<file path="src/rtl/lbt_pkg.sv">
package lbt_pkg;
    localparam int TW = 4;
    localparam int NFIELD = 8;
    localparam int TIMW = TW * NFIELD;

    typedef logic [TW-1:0] ofs_t;

    typedef struct packed {
        ofs_t cs_on;
        ofs_t cs_off;
        ofs_t st_on;
        ofs_t st_off;
        ofs_t wr_rel;
        ofs_t rd_rel;
        ofs_t rd_drv;
        ofs_t idle;
    } tim_t;

    typedef enum logic [1:0] {ST_IDLE, ST_ARM, ST_RUN} phase_t;

    localparam ofs_t IDLE_DRIVE = '1;

    localparam tim_t TIM_DEFAULT = '{cs_on: 4'd0, cs_off: 4'd4, st_on: 4'd1, st_off: 4'd3,
                                     wr_rel: 4'd4, rd_rel: 4'd0, rd_drv: 4'd4, idle: 4'hF};

    function automatic logic in_win(ofs_t c, ofs_t on, ofs_t off);
        return (c >= on) && (c < off);
    endfunction

    function automatic ofs_t max2(ofs_t a, ofs_t b);
        return (a > b) ? a : b;
    endfunction

    function automatic logic tim_bad(tim_t t);
        return (t.cs_on > t.cs_off) || (t.cs_on > t.st_on);
    endfunction

    function automatic ofs_t last_edge(tim_t t, logic wr);
        ofs_t dir_term;
        if (wr)                      dir_term = t.wr_rel;
        else if (t.idle == IDLE_DRIVE) dir_term = t.rd_drv;
        else                         dir_term = '0;
        return max2(max2(t.cs_off, t.st_off), dir_term);
    endfunction
endpackage

</file>
<file path="src/rtl/lbt_seq.sv">
module lbt_seq
    import lbt_pkg::*;
(
    input  logic   clk,
    input  logic   rst,
    input  logic   start_i,
    input  ofs_t   last_i,
    output phase_t phase_o,
    output ofs_t   cnt_o,
    output logic   done_o
);
    phase_t phase_q;
    ofs_t   cnt_q;

    always_ff @(posedge clk) begin
        if (rst) begin
            phase_q <= ST_IDLE;
            cnt_q   <= '0;
        end else begin
            unique case (phase_q)
                ST_IDLE: if (start_i) phase_q <= ST_ARM;
                ST_ARM: begin
                    phase_q <= ST_RUN;
                    cnt_q   <= '0;
                end
                ST_RUN: begin
                    if (cnt_q == last_i) phase_q <= ST_IDLE;
                    else                 cnt_q   <= cnt_q + 1'b1;
                end
                default: phase_q <= ST_IDLE;
            endcase
        end
    end

    assign phase_o = phase_q;
    assign cnt_o   = cnt_q;
    assign done_o  = (phase_q == ST_RUN) && (cnt_q == last_i);

    // one arming clock, then the reference cycle at offset 0
    assert_ref_after_arm_R1: assert property (@(posedge clk) disable iff (rst)
        (phase_q == ST_ARM) |=> (phase_q == ST_RUN && cnt_q == '0));

    // the counter steps by one until it reaches the last offset
    assert_count_step_R10: assert property (@(posedge clk) disable iff (rst)
        (phase_q == ST_RUN && cnt_q != last_i) |=> (phase_q == ST_RUN && cnt_q == $past(cnt_q) + 1'b1));

    // the bus is idle after the done cycle
    assert_idle_after_done_R10: assert property (@(posedge clk) disable iff (rst)
        done_o |=> (phase_q == ST_IDLE));
endmodule

</file>
<file path="src/rtl/lbt_pins.sv">
module lbt_pins
    import lbt_pkg::*;
(
    input  phase_t phase_i,
    input  ofs_t   cnt_i,
    input  tim_t   tim_i,
    input  logic   wr_i,
    input  logic   style_i,
    input  ofs_t   live_idle_i,
    input  logic   cfg_load_i,
    output logic   cs_n_o,
    output logic   rd_n_o,
    output logic   wr_n_o,
    output logic   rnw_o,
    output logic   addr_oe_o,
    output logic   data_oe_o
);
    logic run, stb, drive_idle;

    always_comb begin
        run        = (phase_i == ST_RUN);
        stb        = run && in_win(cnt_i, tim_i.st_on, tim_i.st_off);
        drive_idle = ((phase_i == ST_IDLE) ? live_idle_i : tim_i.idle) == IDLE_DRIVE;

        cs_n_o    = !(run && in_win(cnt_i, tim_i.cs_on, tim_i.cs_off));
        addr_oe_o = run;

        if (style_i) begin
            rd_n_o = !stb;
            wr_n_o = 1'b1;
            rnw_o  = !(run && wr_i);
        end else begin
            rd_n_o = !(stb && !wr_i);
            wr_n_o = !(stb && wr_i);
            rnw_o  = 1'b1;
        end

        if (cfg_load_i)
            data_oe_o = 1'b0;
        else if (run && wr_i)
            data_oe_o = drive_idle || (cnt_i < tim_i.wr_rel);
        else if (run)
            data_oe_o = drive_idle && !in_win(cnt_i, tim_i.rd_rel, tim_i.rd_drv);
        else
            data_oe_o = drive_idle;
    end
endmodule

</file>
<file path="src/rtl/lbus_cycle_timer.sv">
module lbus_cycle_timer
    import lbt_pkg::*;
#(
    parameter int AW = 8,
    parameter int DW = 8
) (
    input  logic            clk,
    input  logic            rst,
    input  logic            cfg_load_i,
    input  logic            req_i,
    input  logic            req_wr_i,
    input  logic [AW-1:0]   req_addr_i,
    input  logic [DW-1:0]   req_wdata_i,
    input  logic            style_i,
    input  logic [TIMW-1:0] tim_i,
    input  logic [DW-1:0]   lb_data_i,
    output logic            busy_o,
    output logic            done_o,
    output logic            err_o,
    output logic [DW-1:0]   rdata_o,
    output logic [AW-1:0]   lb_addr_o,
    output logic            lb_addr_oe_o,
    output logic            lb_cs_n_o,
    output logic            lb_rd_n_o,
    output logic            lb_wr_n_o,
    output logic            lb_rnw_o,
    output logic [DW-1:0]   lb_data_o,
    output logic            lb_data_oe_o
);
    tim_t          live_tim, job_tim;
    logic          job_wr, job_style, accept;
    logic [AW-1:0] job_addr;
    logic [DW-1:0] job_wdata, rdata_q;
    phase_t        phase;
    ofs_t          cnt, last;
    logic          capture;

    assign live_tim = tim_t'(tim_i);
    assign err_o    = tim_bad(live_tim);
    assign busy_o   = (phase != ST_IDLE);
    assign accept   = req_i && !busy_o && !cfg_load_i && !err_o;
    assign last     = last_edge(job_tim, job_wr);
    assign capture  = (phase == ST_RUN) && !job_wr &&
                      ((TW+1)'(cnt) + (TW+1)'(1) == (TW+1)'(job_tim.st_off));

    always_ff @(posedge clk) begin
        if (rst) begin
            job_tim   <= TIM_DEFAULT;
            job_wr    <= 1'b0;
            job_style <= 1'b0;
            job_addr  <= '0;
            job_wdata <= '0;
        end else if (accept) begin
            job_tim   <= live_tim;
            job_wr    <= req_wr_i;
            job_style <= style_i;
            job_addr  <= req_addr_i;
            job_wdata <= req_wdata_i;
        end
    end

    always_ff @(posedge clk) begin
        if (rst)          rdata_q <= '0;
        else if (capture) rdata_q <= lb_data_i;
    end

    lbt_seq u_seq (
        .clk     (clk),
        .rst     (rst),
        .start_i (accept),
        .last_i  (last),
        .phase_o (phase),
        .cnt_o   (cnt),
        .done_o  (done_o)
    );

    lbt_pins u_pins (
        .phase_i     (phase),
        .cnt_i       (cnt),
        .tim_i       (job_tim),
        .wr_i        (job_wr),
        .style_i     (job_style),
        .live_idle_i (live_tim.idle),
        .cfg_load_i  (cfg_load_i),
        .cs_n_o      (lb_cs_n_o),
        .rd_n_o      (lb_rd_n_o),
        .wr_n_o      (lb_wr_n_o),
        .rnw_o       (lb_rnw_o),
        .addr_oe_o   (lb_addr_oe_o),
        .data_oe_o   (lb_data_oe_o)
    );

    assign rdata_o   = rdata_q;
    assign lb_addr_o = job_addr;
    assign lb_data_o = job_wdata;

    // no data drive while configuration loads
    assert_cfg_float_R8: assert property (@(posedge clk) disable iff (rst)
        cfg_load_i |-> !lb_data_oe_o);

    // an illegal word never starts a cycle
    assert_bad_blocks_R9: assert property (@(posedge clk) disable iff (rst)
        (req_i && err_o && !busy_o) |=> !busy_o);

    // chip select only while the address is driven
    assert_cs_has_addr_R2: assert property (@(posedge clk) disable iff (rst)
        !lb_cs_n_o |-> lb_addr_oe_o);

    // a running cycle is not cut short by a new request
    assert_busy_holds_R11: assert property (@(posedge clk) disable iff (rst)
        (busy_o && !done_o) |=> busy_o);

    // done lasts one cycle
    assert_done_single_R10: assert property (@(posedge clk) disable iff (rst)
        done_o |=> !done_o);
endmodule

</file>
<file path="config.mk">
export PLATFORM = sky130hd
export DESIGN_NAME = lbus_cycle_timer
export DESIGN_NICKNAME = d
export VERILOG_FILES = /design/src/rtl/lbt_pkg.sv /design/src/rtl/lbt_seq.sv /design/src/rtl/lbt_pins.sv /design/src/rtl/lbus_cycle_timer.sv
export SDC_FILE = /design/constraint.sdc
export NUM_CORES = 1
export LEC_CHECK = 0
export ABC_AREA = 1
export BUFFER_PORTS_ARGS = -buffer_cell sky130_fd_sc_hd__buf_2
export CAP_MARGIN = 30
export CORE_MARGIN = 10
export CORE_UTILIZATION = 57
export DETAILED_ROUTE_END_ITERATION = 6
export HOLD_SLACK_MARGIN = 0.15
export PLACE_DENSITY_LB_ADDON = 0.15
export SLEW_MARGIN = 20
export SYNTH_ARGS = -nofsm -noshare
export SYNTH_HDL_FRONTEND = slang
export SYNTH_SLANG_ARGS = --single-unit
</file>
<file path="constraint.sdc">
create_clock -name clk -period 5.1 [get_ports clk]
set_input_delay 1.02 -clock clk [delete_from_list [all_inputs] [get_ports clk]]
set_output_delay 1.02 -clock clk [all_outputs]
set_load 0.05 [all_outputs]
</file>
==> results.sh <==
export IMPL_outcome="finished, final reports clean"
export IMPL_intPower_mw=0.8549
export IMPL_cap_violations=0
export IMPL_pin_count=95
export IMPL_track_usage_pct=18.72
export IMPL_reg2reg_to="u_seq.cnt_o[2]"
export IMPL_htreeDepth=3
export IMPL_cp_end_kind="output pin"
export IMPL_drt_wirelength_per_cell_um=14.10
export IMPL_max_freq_mhz=225.2
export IMPL_gp_congestion=0.8449
export IMPL_synth_xor_xnor_area_share_pct=1.205
export IMPL_power_frac_seq_pct=40.4
export IMPL_synth_fa_ha_area_share_pct=14.46
export IMPL_core_um2=6277
export IMPL_die_x_um=99.84
export IMPL_nFillCells=554
export IMPL_sw_frac_of_total_pct=36.75
export IMPL_synth_flop_cell="dfxtp_1"
export IMPL_n_antenna_cell=0
export IMPL_timing_rr_start="job_tim[17]"
export IMPL_area_growth_pct=19.73
export IMPL_cts_tree="yes"
export IMPL_clockPowerShare_pct=28.3
export IMPL_die_y_um=99.84
export IMPL_cts_buffer_depth=2
export IMPL_cts_hold_buf=0
export IMPL_drt_iter0_markers=117
export IMPL_fin_nets=692
export IMPL_min_from="lb_data_o[7]"
export IMPL_synthArstFlopShare_pct=0
export IMPL_clk_latency_ns=0.33
export IMPL_hold_class="reg2reg"
export IMPL_ant_nets=0
export IMPL_port_buffers=94
export IMPL_leakagePower_nw=2.144
export IMPL_cts_sinks=64
export IMPL_crit_path_top_delay_cell="dfxtp_1"
export IMPL_antenna_found_initial=0
export IMPL_grt_max_degree=66
export IMPL_vias=3516
export IMPL_startpoint_type="flip-flop"
export IMPL_cts_buffers=9
export IMPL_crit_type="reg2out"
export IMPL_holdPathEnd="lb_data_o[7]"
export IMPL_rr_worst_depth=22
export IMPL_placed_area_um2=4136
export IMPL_clkTransAtPathRegs_ns=0.08
export IMPL_pwr_share_comb_pct=31.3
export IMPL_skew_ns=0.006792
export IMPL_syn_area_um2=3633
export IMPL_hpwlAfterDp_um=7167
export IMPL_drive_above_1_share_pct=21.25
export IMPL_cp_required_ns=4.08
export IMPL_syn_inst=497
export IMPL_final_cell_mix="nand2_1 (102), buf_2 (94), dfxtp_1 (64)"
export IMPL_p_per_area_nw_per_um2=310.7
export IMPL_cts_root_buf="clkbuf_8"
export IMPL_drcViolationCount=0
export IMPL_synth_nets=601
export IMPL_fin_crit_sh_pct=87.08
export IMPL_grt_overflow=0
export IMPL_fin_crit_ns=4.441
export IMPL_reg2reg_setup_slack_ns=2.00
export IMPL_row_count=29
export IMPL_start_util_pct=57.88
export IMPL_ys_warn_count=0
export IMPL_cp_top_family="simple AND/OR/NAND/NOR gates"
export IMPL_dr_pass1_iters=4
export IMPL_grt_pass1_wl_um=15480
export IMPL_grt_pass1_vias=3477
export IMPL_synth_yosys_seq_area_share_pct=35.26
export IMPL_mostFrequentLayoutCell="nand2_1"
export IMPL_tightestPinTransition_ns=0.5964
export IMPL_cts_setup_buffers=0
export IMPL_cp_cell_sequence="inv_1 -> ha_1 -> nand2_1 -> nand2_1 -> nand2_1 -> nand2_2 -> nand2_4 -> nand2_1 -> nand2_1 -> ha_1 -> a21oi_1 -> nand2_1 -> o21ai_2 -> nand3_1 -> nand3_1 -> nand2_1 -> nor2_1 -> nand2_2 -> nor2_1 -> buf_2"
export IMPL_synth_compound_area_share_pct=18.46
export IMPL_viasPerCell=5.248
export IMPL_final_cell_area_um2=4350
export IMPL_utilization_pct=69.30
export IMPL_arrival_ns=3.42
export IMPL_synth_area_per_cell_um2=7.311
export IMPL_path_buf_inv=2
export IMPL_totalWireLength_um=9449
export IMPL_hold_depth=2
export IMPL_fin_setup_tns_ns=0
export IMPL_synth_seq_cells=64
export IMPL_slew_headroom_pct=60.24
export IMPL_final_max_slew_viol_count=0
export IMPL_slowest_delay_ns=0.38
export IMPL_synth_simple_area_share_pct=22.42
export IMPL_hold_ws_ns=0.4634
export IMPL_synthMuxAreaShare_pct=0
export IMPL_synth_top_area_share_pct=35.26
export IMPL_yosysTopAreaCell="dfxtp_1"
export IMPL_ctsResizeCount=0
export IMPL_path_common_cell="nand2_1"
export IMPL_grt_setup_unrepaired="false"
export IMPL_die_area_um2=9968
export IMPL_yosys_top_cells_area="dfxtp_1 (35%), ha_1 (14%), nand2_1 (11%)"
export IMPL_synth_top_family_by_area="simple AND/OR/NAND/NOR gates"
export IMPL_p_switching_mw=0.4968
export IMPL_crit_fanout=8
export IMPL_setup_viol=0
export IMPL_max_vdd_ir_drop_v=0.0002334
export IMPL_synth_cell_type_count=32
export IMPL_synth_edf_count=0
export IMPL_hold_viol=0
==> tightest hold or removal path, cell delays in order, from the launching register on <==
cell and delay, ns:
dfxtp_1 0.31, nand2_1 0.06, a21oi_1 0.05
==> routing by layer <==
| layer | GRT usage (%) | vias up | wire, µm |
|---|---|---|---|
| met4 | 8.269 | 0 | 192 |
| met3 | 6.662 | 16 | 826 |
| met1 | 21.22 | 1560 | 3945 |
| met2 | 30.96 | 101 | 4484 |
| li1 | - | 1839 | - |
| met5 | 0 | - | 0 |
==> area by class of cell <==
type                            instances  area, µm²  area share, %
Timing Repair Buffer                   97      520.5          11.96
Clock inverter                          7      47.55          1.093
Inverter                               59      221.5          5.091
Clock buffer                            9      123.9          2.847
Tap cell                               77      96.34          2.215
Sequential cell                        64       1281          29.45
Multi-Input combinational cell        357       2059          47.34
==> per-stage QoR <==
step	cells	setup slack (ns)	power, mW
final	670	0.6587	1.352
after global routing	670	0.3760	1.439
after CTS	668	0.6798	1.356
after detailed placement	652	1.056	0.9733
after global placement	652	1.213	0.9568
after floorplan	497	1.029	0.8734
==> Yosys cell counts (all sizes together), types with 3 or more instances <==
cell type	count
nand2	107
a21oi	64
dfxtp	64
inv	58
o21ai	44
ha	42
nand3	39
nor2	36
clkbuf	11
buf	6
xor2	4
a22oi	3
nand4	3
nor3	3
==> power by group through the flow <==
| stage | combinational [mW] | clock [mW] | sequential, mW |
|---|---|---|---|
| after global routing | 0.476 | 0.413 | 0.550 |
| after CTS | 0.417 | 0.392 | 0.546 |
| after global placement | 0.400 | 0 | 0.557 |
| final | 0.423 | 0.383 | 0.546 |
| after detailed placement | 0.415 | 0 | 0.558 |
| after floorplan | 0.302 | 0 | 0.571 |
==> worst max path at each step <==
stage	from	endpoint	slack [ns]	cells past startpoint
CTS	job_tim[17]	done_o	0.68	20
floorplan	job_tim[17]	done_o	1.03	18
finish	job_tim[17]	done_o	0.66	20
global placement	job_tim[17]	done_o	1.21	20
global route	job_tim[17]	done_o	0.38	22
detailed placement	job_tim[17]	done_o	1.06	20
==> cell families (layout without fill, tap and decap cells) <==
| group | Yosys count | count (layout) |
|---|---|---|
| AO/OA/AOI/OAI | 121 | 121 |
| XOR/XNOR | 5 | 5 |
| adder cells (fa/ha/maj) | 42 | 42 |
| buffers and inverters | 76 | 172 |
| flip-flops | 64 | 64 |
| AND/OR/NAND/NOR | 189 | 189 |
==> registers in the layout, indices dropped and copies added (netlist names) <==
register	count
lb_addr_o	8
job_style	1
job_tim	32
rdata_o	8
job_wr	1
u_seq.cnt_o	4
lb_data_o	8
u_seq.phase_o	2
No activity file was read; power rests on OpenSTA's default activity.
